===== src/rtl/adc_ctrl_pkg.sv =====
package adc_ctrl_pkg;
  localparam int unsigned CHAN_W   = 5;
  localparam int unsigned CTRL_W   = 8;
  localparam int unsigned IEN_BIT  = 6;
  localparam int unsigned CONT_BIT = 5;
  localparam logic [CHAN_W-1:0] CHAN_OFF = '1;

  typedef struct packed {
    logic              ien;
    logic              cont;
    logic [CHAN_W-1:0] chan;
  } ctrl_t;
endpackage


===== src/rtl/adc_ctrl_seq.sv =====
module adc_ctrl_seq (
  input  logic clk_i,
  input  logic rst_ni,
  input  logic wr_i,
  input  logic wr_off_i,
  input  logic chan_off_i,
  input  logic cont_i,
  input  logic done_i,
  output logic start_o,
  output logic capture_o
);
  logic busy_q, warm_q, start_q;

  assign start_o   = start_q;
  assign capture_o = busy_q & done_i & ~warm_q & ~wr_i;

  always_ff @(posedge clk_i or negedge rst_ni) begin
    if (!rst_ni) begin
      busy_q  <= 1'b0;
      warm_q  <= 1'b0;
      start_q <= 1'b0;
    end else begin
      start_q <= 1'b0;
      if (wr_i) begin
        if (wr_off_i) begin
          busy_q <= 1'b0;
          warm_q <= 1'b0;
        end else begin
          busy_q  <= 1'b1;
          start_q <= 1'b1;
          if (chan_off_i) warm_q <= 1'b1;  // leaving power-off
        end
      end else if (busy_q && done_i) begin
        if (warm_q) begin
          warm_q  <= 1'b0;
          start_q <= 1'b1;  // settle conversion done, run the real one
        end else if (cont_i) begin
          start_q <= 1'b1;
        end else begin
          busy_q <= 1'b0;
        end
      end
    end
  end

  a_r9_discard_restart: assert property (@(posedge clk_i) disable iff (!rst_ni)
    (busy_q && warm_q && done_i && !wr_i) |=> (start_o && !capture_o));

  a_r7_single_stops: assert property (@(posedge clk_i) disable iff (!rst_ni)
    (capture_o && !cont_i) |=> !start_o);

  a_r6_cont_restarts: assert property (@(posedge clk_i) disable iff (!rst_ni)
    (capture_o && cont_i) |=> start_o);
endmodule


===== src/rtl/adc_ctrl_regs.sv =====
module adc_ctrl_regs
  import adc_ctrl_pkg::*;
#(
  parameter int unsigned DATA_W = 10
) (
  input  logic              clk_i,
  input  logic              rst_ni,
  input  logic              wr_i,
  input  logic [CTRL_W-1:0] wdata_i,
  input  logic              rd_i,
  input  logic              capture_i,
  input  logic [DATA_W-1:0] result_i,
  output ctrl_t             ctrl_o,
  output logic              flag_o,
  output logic              irq_o,
  output logic [DATA_W-1:0] data_o
);
  ctrl_t             ctrl_q;
  logic              flag_q, irq_q;
  logic [DATA_W-1:0] data_q;

  assign ctrl_o = ctrl_q;
  assign flag_o = flag_q;
  assign irq_o  = irq_q;
  assign data_o = data_q;

  always_ff @(posedge clk_i or negedge rst_ni) begin
    if (!rst_ni) begin
      ctrl_q <= '{ien: 1'b0, cont: 1'b0, chan: CHAN_OFF};
      flag_q <= 1'b0;
      irq_q  <= 1'b0;
      data_q <= '0;
    end else begin
      if (wr_i) begin
        // bit 7 of the write data is reserved and dropped
        ctrl_q.ien  <= wdata_i[IEN_BIT];
        ctrl_q.cont <= wdata_i[CONT_BIT];
        ctrl_q.chan <= wdata_i[CHAN_W-1:0];
        flag_q      <= 1'b0;
        irq_q       <= 1'b0;
      end else begin
        if (capture_i && !ctrl_q.ien) flag_q <= 1'b1;
        else if (rd_i)                flag_q <= 1'b0;
        if (capture_i && ctrl_q.ien)  irq_q  <= 1'b1;
        else if (rd_i)                irq_q  <= 1'b0;
      end
      if (capture_i) data_q <= result_i;
    end
  end

  a_r4_flag_hidden: assert property (@(posedge clk_i) disable iff (!rst_ni)
    flag_q |-> !ctrl_q.ien);

  a_r5_irq_clr_wr: assert property (@(posedge clk_i) disable iff (!rst_ni)
    wr_i |=> !irq_q);

  a_r12_rd_clears: assert property (@(posedge clk_i) disable iff (!rst_ni)
    (rd_i && !capture_i && !wr_i) |=> !flag_q);
endmodule


===== src/rtl/adc_ctrl_top.sv =====
module adc_ctrl_top
  import adc_ctrl_pkg::*;
#(
  parameter int unsigned DATA_W = 10
) (
  input  logic              clk_i,
  input  logic              rst_ni,
  input  logic              reg_wr_i,
  input  logic [7:0]        reg_wdata_i,
  input  logic              data_rd_i,
  output logic [7:0]        status_o,
  output logic [DATA_W-1:0] data_o,
  output logic              irq_o,
  output logic              conv_start_o,
  input  logic              conv_done_i,
  input  logic [DATA_W-1:0] conv_result_i,
  output logic [4:0]        chan_sel_o,
  output logic              power_down_o
);
  ctrl_t ctrl;
  logic  flag, capture, wr_off;

  assign wr_off       = reg_wdata_i[CHAN_W-1:0] == CHAN_OFF;
  assign chan_sel_o   = ctrl.chan;
  assign power_down_o = ctrl.chan == CHAN_OFF;
  assign status_o     = {flag, ctrl.ien, ctrl.cont, ctrl.chan};

  adc_ctrl_seq u_seq (
    .clk_i      (clk_i),
    .rst_ni     (rst_ni),
    .wr_i       (reg_wr_i),
    .wr_off_i   (wr_off),
    .chan_off_i (power_down_o),
    .cont_i     (ctrl.cont),
    .done_i     (conv_done_i),
    .start_o    (conv_start_o),
    .capture_o  (capture)
  );

  adc_ctrl_regs #(.DATA_W(DATA_W)) u_regs (
    .clk_i     (clk_i),
    .rst_ni    (rst_ni),
    .wr_i      (reg_wr_i),
    .wdata_i   (reg_wdata_i),
    .rd_i      (data_rd_i),
    .capture_i (capture),
    .result_i  (conv_result_i),
    .ctrl_o    (ctrl),
    .flag_o    (flag),
    .irq_o     (irq_o),
    .data_o    (data_o)
  );

  a_r2_start_after_wr: assert property (@(posedge clk_i) disable iff (!rst_ni)
    (reg_wr_i && !wr_off) |=> conv_start_o);

  a_r8_off_no_start: assert property (@(posedge clk_i) disable iff (!rst_ni)
    power_down_o |-> !conv_start_o);

  a_r8_data_held: assert property (@(posedge clk_i) disable iff (!rst_ni)
    power_down_o |=> $stable(data_o));
endmodule


===== config.mk =====
export PLATFORM = sky130hd
export DESIGN_NAME = adc_ctrl_top
export DESIGN_NICKNAME = d
export VERILOG_FILES = /design/src/rtl/adc_ctrl_pkg.sv /design/src/rtl/adc_ctrl_seq.sv /design/src/rtl/adc_ctrl_regs.sv /design/src/rtl/adc_ctrl_top.sv
export SDC_FILE = /design/constraint.sdc
export NUM_CORES = 1
export LEC_CHECK = 0
export ABC_CLOCK_PERIOD_IN_PS = 1300
export BUFFER_PORTS_ARGS = -buffer_cell sky130_fd_sc_hd__buf_2
export CORE_UTILIZATION = 44
export DETAILED_ROUTE_END_ITERATION = 7
export GPL_ROUTABILITY_DRIVEN = 1
export GPL_TIMING_DRIVEN = 1
export PLACE_DENSITY = 0.73
export RECOVER_POWER = 50
export SYNTH_ARGS = -nofsm -noshare
export SYNTH_HDL_FRONTEND = slang
export SYNTH_SLANG_ARGS = --single-unit

===== constraint.sdc =====
create_clock -name clk_i -period 1.3 [get_ports clk_i]
set_input_delay 0.065 -clock clk_i [delete_from_list [all_inputs] [get_ports clk_i]]
set_output_delay 0.065 -clock clk_i [all_outputs]
set_load 0.02 [all_outputs]

Word-level counts from Yosys, hierarchy flattened
Cells that the tools add are included.

storage, ports and cells
  memories kept = 0
  input port bits = 23
  ROM bits = 0
  bits in writable memories = 0
  word-level logic and storage cells = 46
  output and inout bits = 26
  register bits = 22
  bits in latches = 0

operators by class
  shift-type cells = 0
  add/subtract/negate cells = 0
  reduce and logical (&&, ||, !) cells = 9
  bitwise gates (word level) = 5
  eq/ne operators = 5
  multiplexer cells = 18
  order comparisons = 0
  divide/modulo/power cells = 0
  multiply operators = 0

operator list
  cell                                                   number
  2-to-1 mux 1 bit                                       18
  == test 5 bit, second input constant                   2
  nonzero test 3 bit                                     2
  inequality test 2 bit, second input constant           2
  AND 1 bit                                              3
  logical AND 1 bit                                      3
  inequality test 3 x 1 -> 1 bit, second input constant  1
  AND reduction 3 bit                                    1
  inverter 1 bit                                         2
  AND reduction 2 bit                                    1
  nonzero test 2 bit                                     1
  logical NOT 1 bit                                      1

Depth between registers and ports, before layout
  depth after elaboration = 6
  depth in mapped cells = 4
  depth with buffers taken out = 4

Modules after synthesis
A second synthesis with hierarchy kept.

unflattened totals
  cell total of the unflattened synthesis = 71
  area, all modules = 984.7 µm²

modules (own cells, without submodules)
  module         seq. area each (µm²)  instances  cells an instance  area each (µm²)
  adc_ctrl_regs  481.7                 1          44                 762.0
  adc_ctrl_seq   75.1                  1          15                 152.6
  adc_ctrl_top   0.0                   1          12                 70.1

Worst setup path before layout
No wires, ideal clock.

  path type = flip-flop to flip-flop
  start = register u_seq.busy_q
  end = register u_regs.data_q[0], in the netlist u_regs.data_o[0]
  setup time = 0.125 ns
  cell stages (with the launch flop) = 5
  clock period less this slack = 1.151 ns
  arrival = 1.026 ns
  required time = 1.175 ns
  slack = 0.149 ns
  buffers on the path = 1
  cell sequence = dfrtp_1 nand3b_4 nor2_4 buf_8 mux2_4

between the ends
  word-level cells in the longest chain between the ends = 3

ends and longest elaborated chain
  item                     RTL line             RTL
  start, declared          adc_ctrl_seq.sv:12   logic busy_q, warm_q, start_q;
  start signal, assigned   adc_ctrl_seq.sv:19   busy_q <= 1'b0;
  start signal, assigned   adc_ctrl_seq.sv:26   busy_q <= 1'b0;
  start signal, assigned   adc_ctrl_seq.sv:29   busy_q <= 1'b1;
  AND 1 bit (3 in series)  adc_ctrl_seq.sv:15   assign capture_o = busy_q & done_i & ~warm_q & ~wr_i;
  end signal, assigned     adc_ctrl_regs.sv:47  if (capture_i) data_q <= result_i;
  end, declared            adc_ctrl_regs.sv:20  logic [DATA_W-1:0] data_q;

No other way between the ends.
A chain may end at the register's enable or synchronous reset.

Final worst setup path
  start = register u_regs.ctrl_q, in the netlist u_regs.ctrl_o[4]
  end = output port power_down_o

between the ends
  word-level cells in the longest chain between the ends = 1

ends and longest elaborated chain
  item                    RTL line             RTL
  start, declared         adc_ctrl_regs.sv:18  ctrl_t ctrl_q;
  start signal, assigned  adc_ctrl_regs.sv:29  ctrl_q <= '{ien: 1'b0, cont: 1'b0, chan: CHAN_OFF};
  == test 5 bit           adc_ctrl_top.sv:25   assign power_down_o = ctrl.chan == CHAN_OFF;
  end, declared           adc_ctrl_top.sv:18   output logic power_down_o

No other way between the ends.

==> reports/results.ini <==
[setup_path]
cp_max_fo=4
crit_path_end_kind=output port
slowest_stage=dfstp_2
criticalPathCategory=register to output port
arrival_ns=1.23
path_buf_inv=1
cpPeakStageDelay_ns=0.58
crit_chain=nand2_2 > nor2_4 > buf_6
critPathLaunchType=register
required_ns=1.24
path_delay_family=flip-flops

[timing]
finClkSkew_ns=0.003198
fin_tns_setup_ns=0
relSlewSlack=0.6384
tightest_slew_ns=0.5367
final_hold_viol_count=0
rsz0062_at_grt=true
fin_ws_ns=0.006160
hold_ws_ns=0.009756
fin_crit_ns=1.294
finalSetupViolCount=0
period_share=0.9953
slew_violations=0
max_freq_mhz=772.9

[layout]
design_area_um2=1476
stdcell_count=159
utilization=0.7302
mostFrequentLayoutCells=buf_2, dfrtp_1, dlygate4sd3_1
area_growth_pct=50.51
drive_gt1_frac=0.6591
finalNetCount=156
antenna_cells=0
final_common_cell=buf_2

[power_and_ir_drop]
totalPowerFinal_mw=1.987
p_leak_nw=0.7279
irDropWorstVdd_uv=913.2
p_per_area_nw_per_um2=1346

[logic_synthesis]
synth_seq_cells=22
syn_avg_cell_area_um2=14.43
yosysUniqueCellTypes=19
synth_edf_count=0
synthTopCellsByArea=dfrtp_1, mux2_4, dfstp_2
synth_top_area_cell=dfrtp_1
synth_flop_cell=dfrtp_1
async_flop_share=1.000
yosysSeqAreaShare=0.5676
synth_top_cell_area_share=0.4337
yosys_warnings=0
syn_inst=68
synth_area_um2=980.9
syn-num-nets=91

[detailed_routing]
ant_nets=0
viasPerCell=4.830
wl_per_cell_um=14.65
first_iter_violations=8
vias=768
drtPass1Iterations=6
drc=0
routed_wl_um=2329

[cts]
numCtsBuffers=3
htree_levels=1
cts.clk_slew.worst_paths_ns=0.13
cts_tree=built
cts_buffer_depth=2
ctsRootBufferMaster=clkbuf_4
cts.sinks=22
clock_latency_ns=0.30

[die]
design.core.area_um2=2022
ios=49
die_w_um=49.22
die_y_um=49.22
fp-row-count=16
die-area_um2=2422
start_util=0.4851

[placement]
placed_cell_area_um2=1205
dp_slack_ns=0.07140
dp.cells=135
io_buffers=47
gp_congestion=0.7851

[global_routing]
grt.total_usage=0.2073
grt_remaining_overflow=0
grt_max_degree=23
grt_pass1_wl_um=3726
grt_pass1_vias=793
antenna_found_initial=0

[run_status]
outcome=finished clean

[run]
drv_cap=0

[worst_hold_path]
holdCritPathClass=input port to register

-- cells in the mapped netlist (2+ instances only) --
cell,n
mux2_4,9
nor2_1,3
nand3_1,2
dfrtp_1,17
dfstp_2,5
nand2_1,5
buf_4,7
o21ai_0,2
mux2_2,8
-- state kept, by name (all words and copies together), names as in the netlist --
name and cells:
u_regs.data_o 10, u_regs.ctrl_o 7, u_regs.flag_o 1, u_regs.irq_o 1
u_seq.busy_q 1, u_seq.start_o 1, u_seq.warm_q 1
-- cell families (layout without fill, tap and decap cells) --
group / Yosys count / count (layout) / synth area share
AOI/OAI and AO/OA: 6 / 6 / 0.04338
muxes: 17 / 17 / 0.2296
DFF: 22 / 22 / 0.5676
buffers and inverters: 9 / 73 / 0.07397
and+or+nand+nor: 14 / 14 / 0.08546
-- path summary, 6_finish.rpt --
check / startpoint / endpoint / slack [ns] / cells past startpoint
hold reg to reg: u_regs.flag_o$_DFFE_PN0P_ / u_regs.flag_o$_DFFE_PN0P_ / 0.50 / 2
setup / recovery: u_regs.ctrl_o[4]$_DFFE_PN1P_ / power_down_o / 0.006 / 3
min in group asynchronous: rst_ni / u_seq.start_o$_DFF_PN0_ / 0.28 / 2
setup reg to reg: u_regs.ctrl_o[4]$_DFFE_PN1P_ / u_seq.warm_q$_DFFE_PN0P_ / 0.06 / 4
max in group asynchronous: rst_ni / u_regs.ctrl_o[1]$_DFFE_PN1P_ / 0.65 / 2
hold / removal: reg_wdata_i[1] / u_regs.ctrl_o[1]$_DFFE_PN1P_ / 0.01 / 2
-- power breakdown --
part / total (mW) / internal [mW] / switching [mW]
sequential: 0.873 / 0.801 / 0.0715
combinational: 0.592 / 0.292 / 0.300
clock: 0.522 / 0.311 / 0.211
total: 1.99 / 1.40 / 0.583
-- metal layers --
metal  share of wire  routed length, um  GRT usage
met2            0.54               1263     0.3790
met4           0.026                 61    0.09804
met1            0.39                906     0.2300
met5               0                  0          0
met3           0.042                 98    0.03427
-- cell type report --
| cell class | instances | area (um^2) |
|---|---|---|
| flip-flops and latches | 22 | 556.8 |
| fillers | 146 | 545.5 |
| repair buffers | 69 | 454.2 |
| multi-input cells | 37 | 379.1 |
| well taps | 27 | 33.78 |
| clock inverters | 1 | 30.03 |
| clock buffers | 3 | 22.52 |
-- worst reg2reg max path: stages, from the launching register on --
cell,delay [ns]
dfstp_2,0.58
nand2_2,0.08
buf_4,0.14
nor3_2,0.19
a2bb2oi_1,0.18
-- repair_timing --
item / in CTS / in global routing
hold buffers: 12 / 2
buffers inserted: 4 / 2
endpoints found under the setup margin: 1 / 2
pin swaps: 2 / 2
hold endpoints to repair: 28 / 2
gates resized for setup: 4 / 4
No activity file was read; power rests on OpenSTA's default activity.
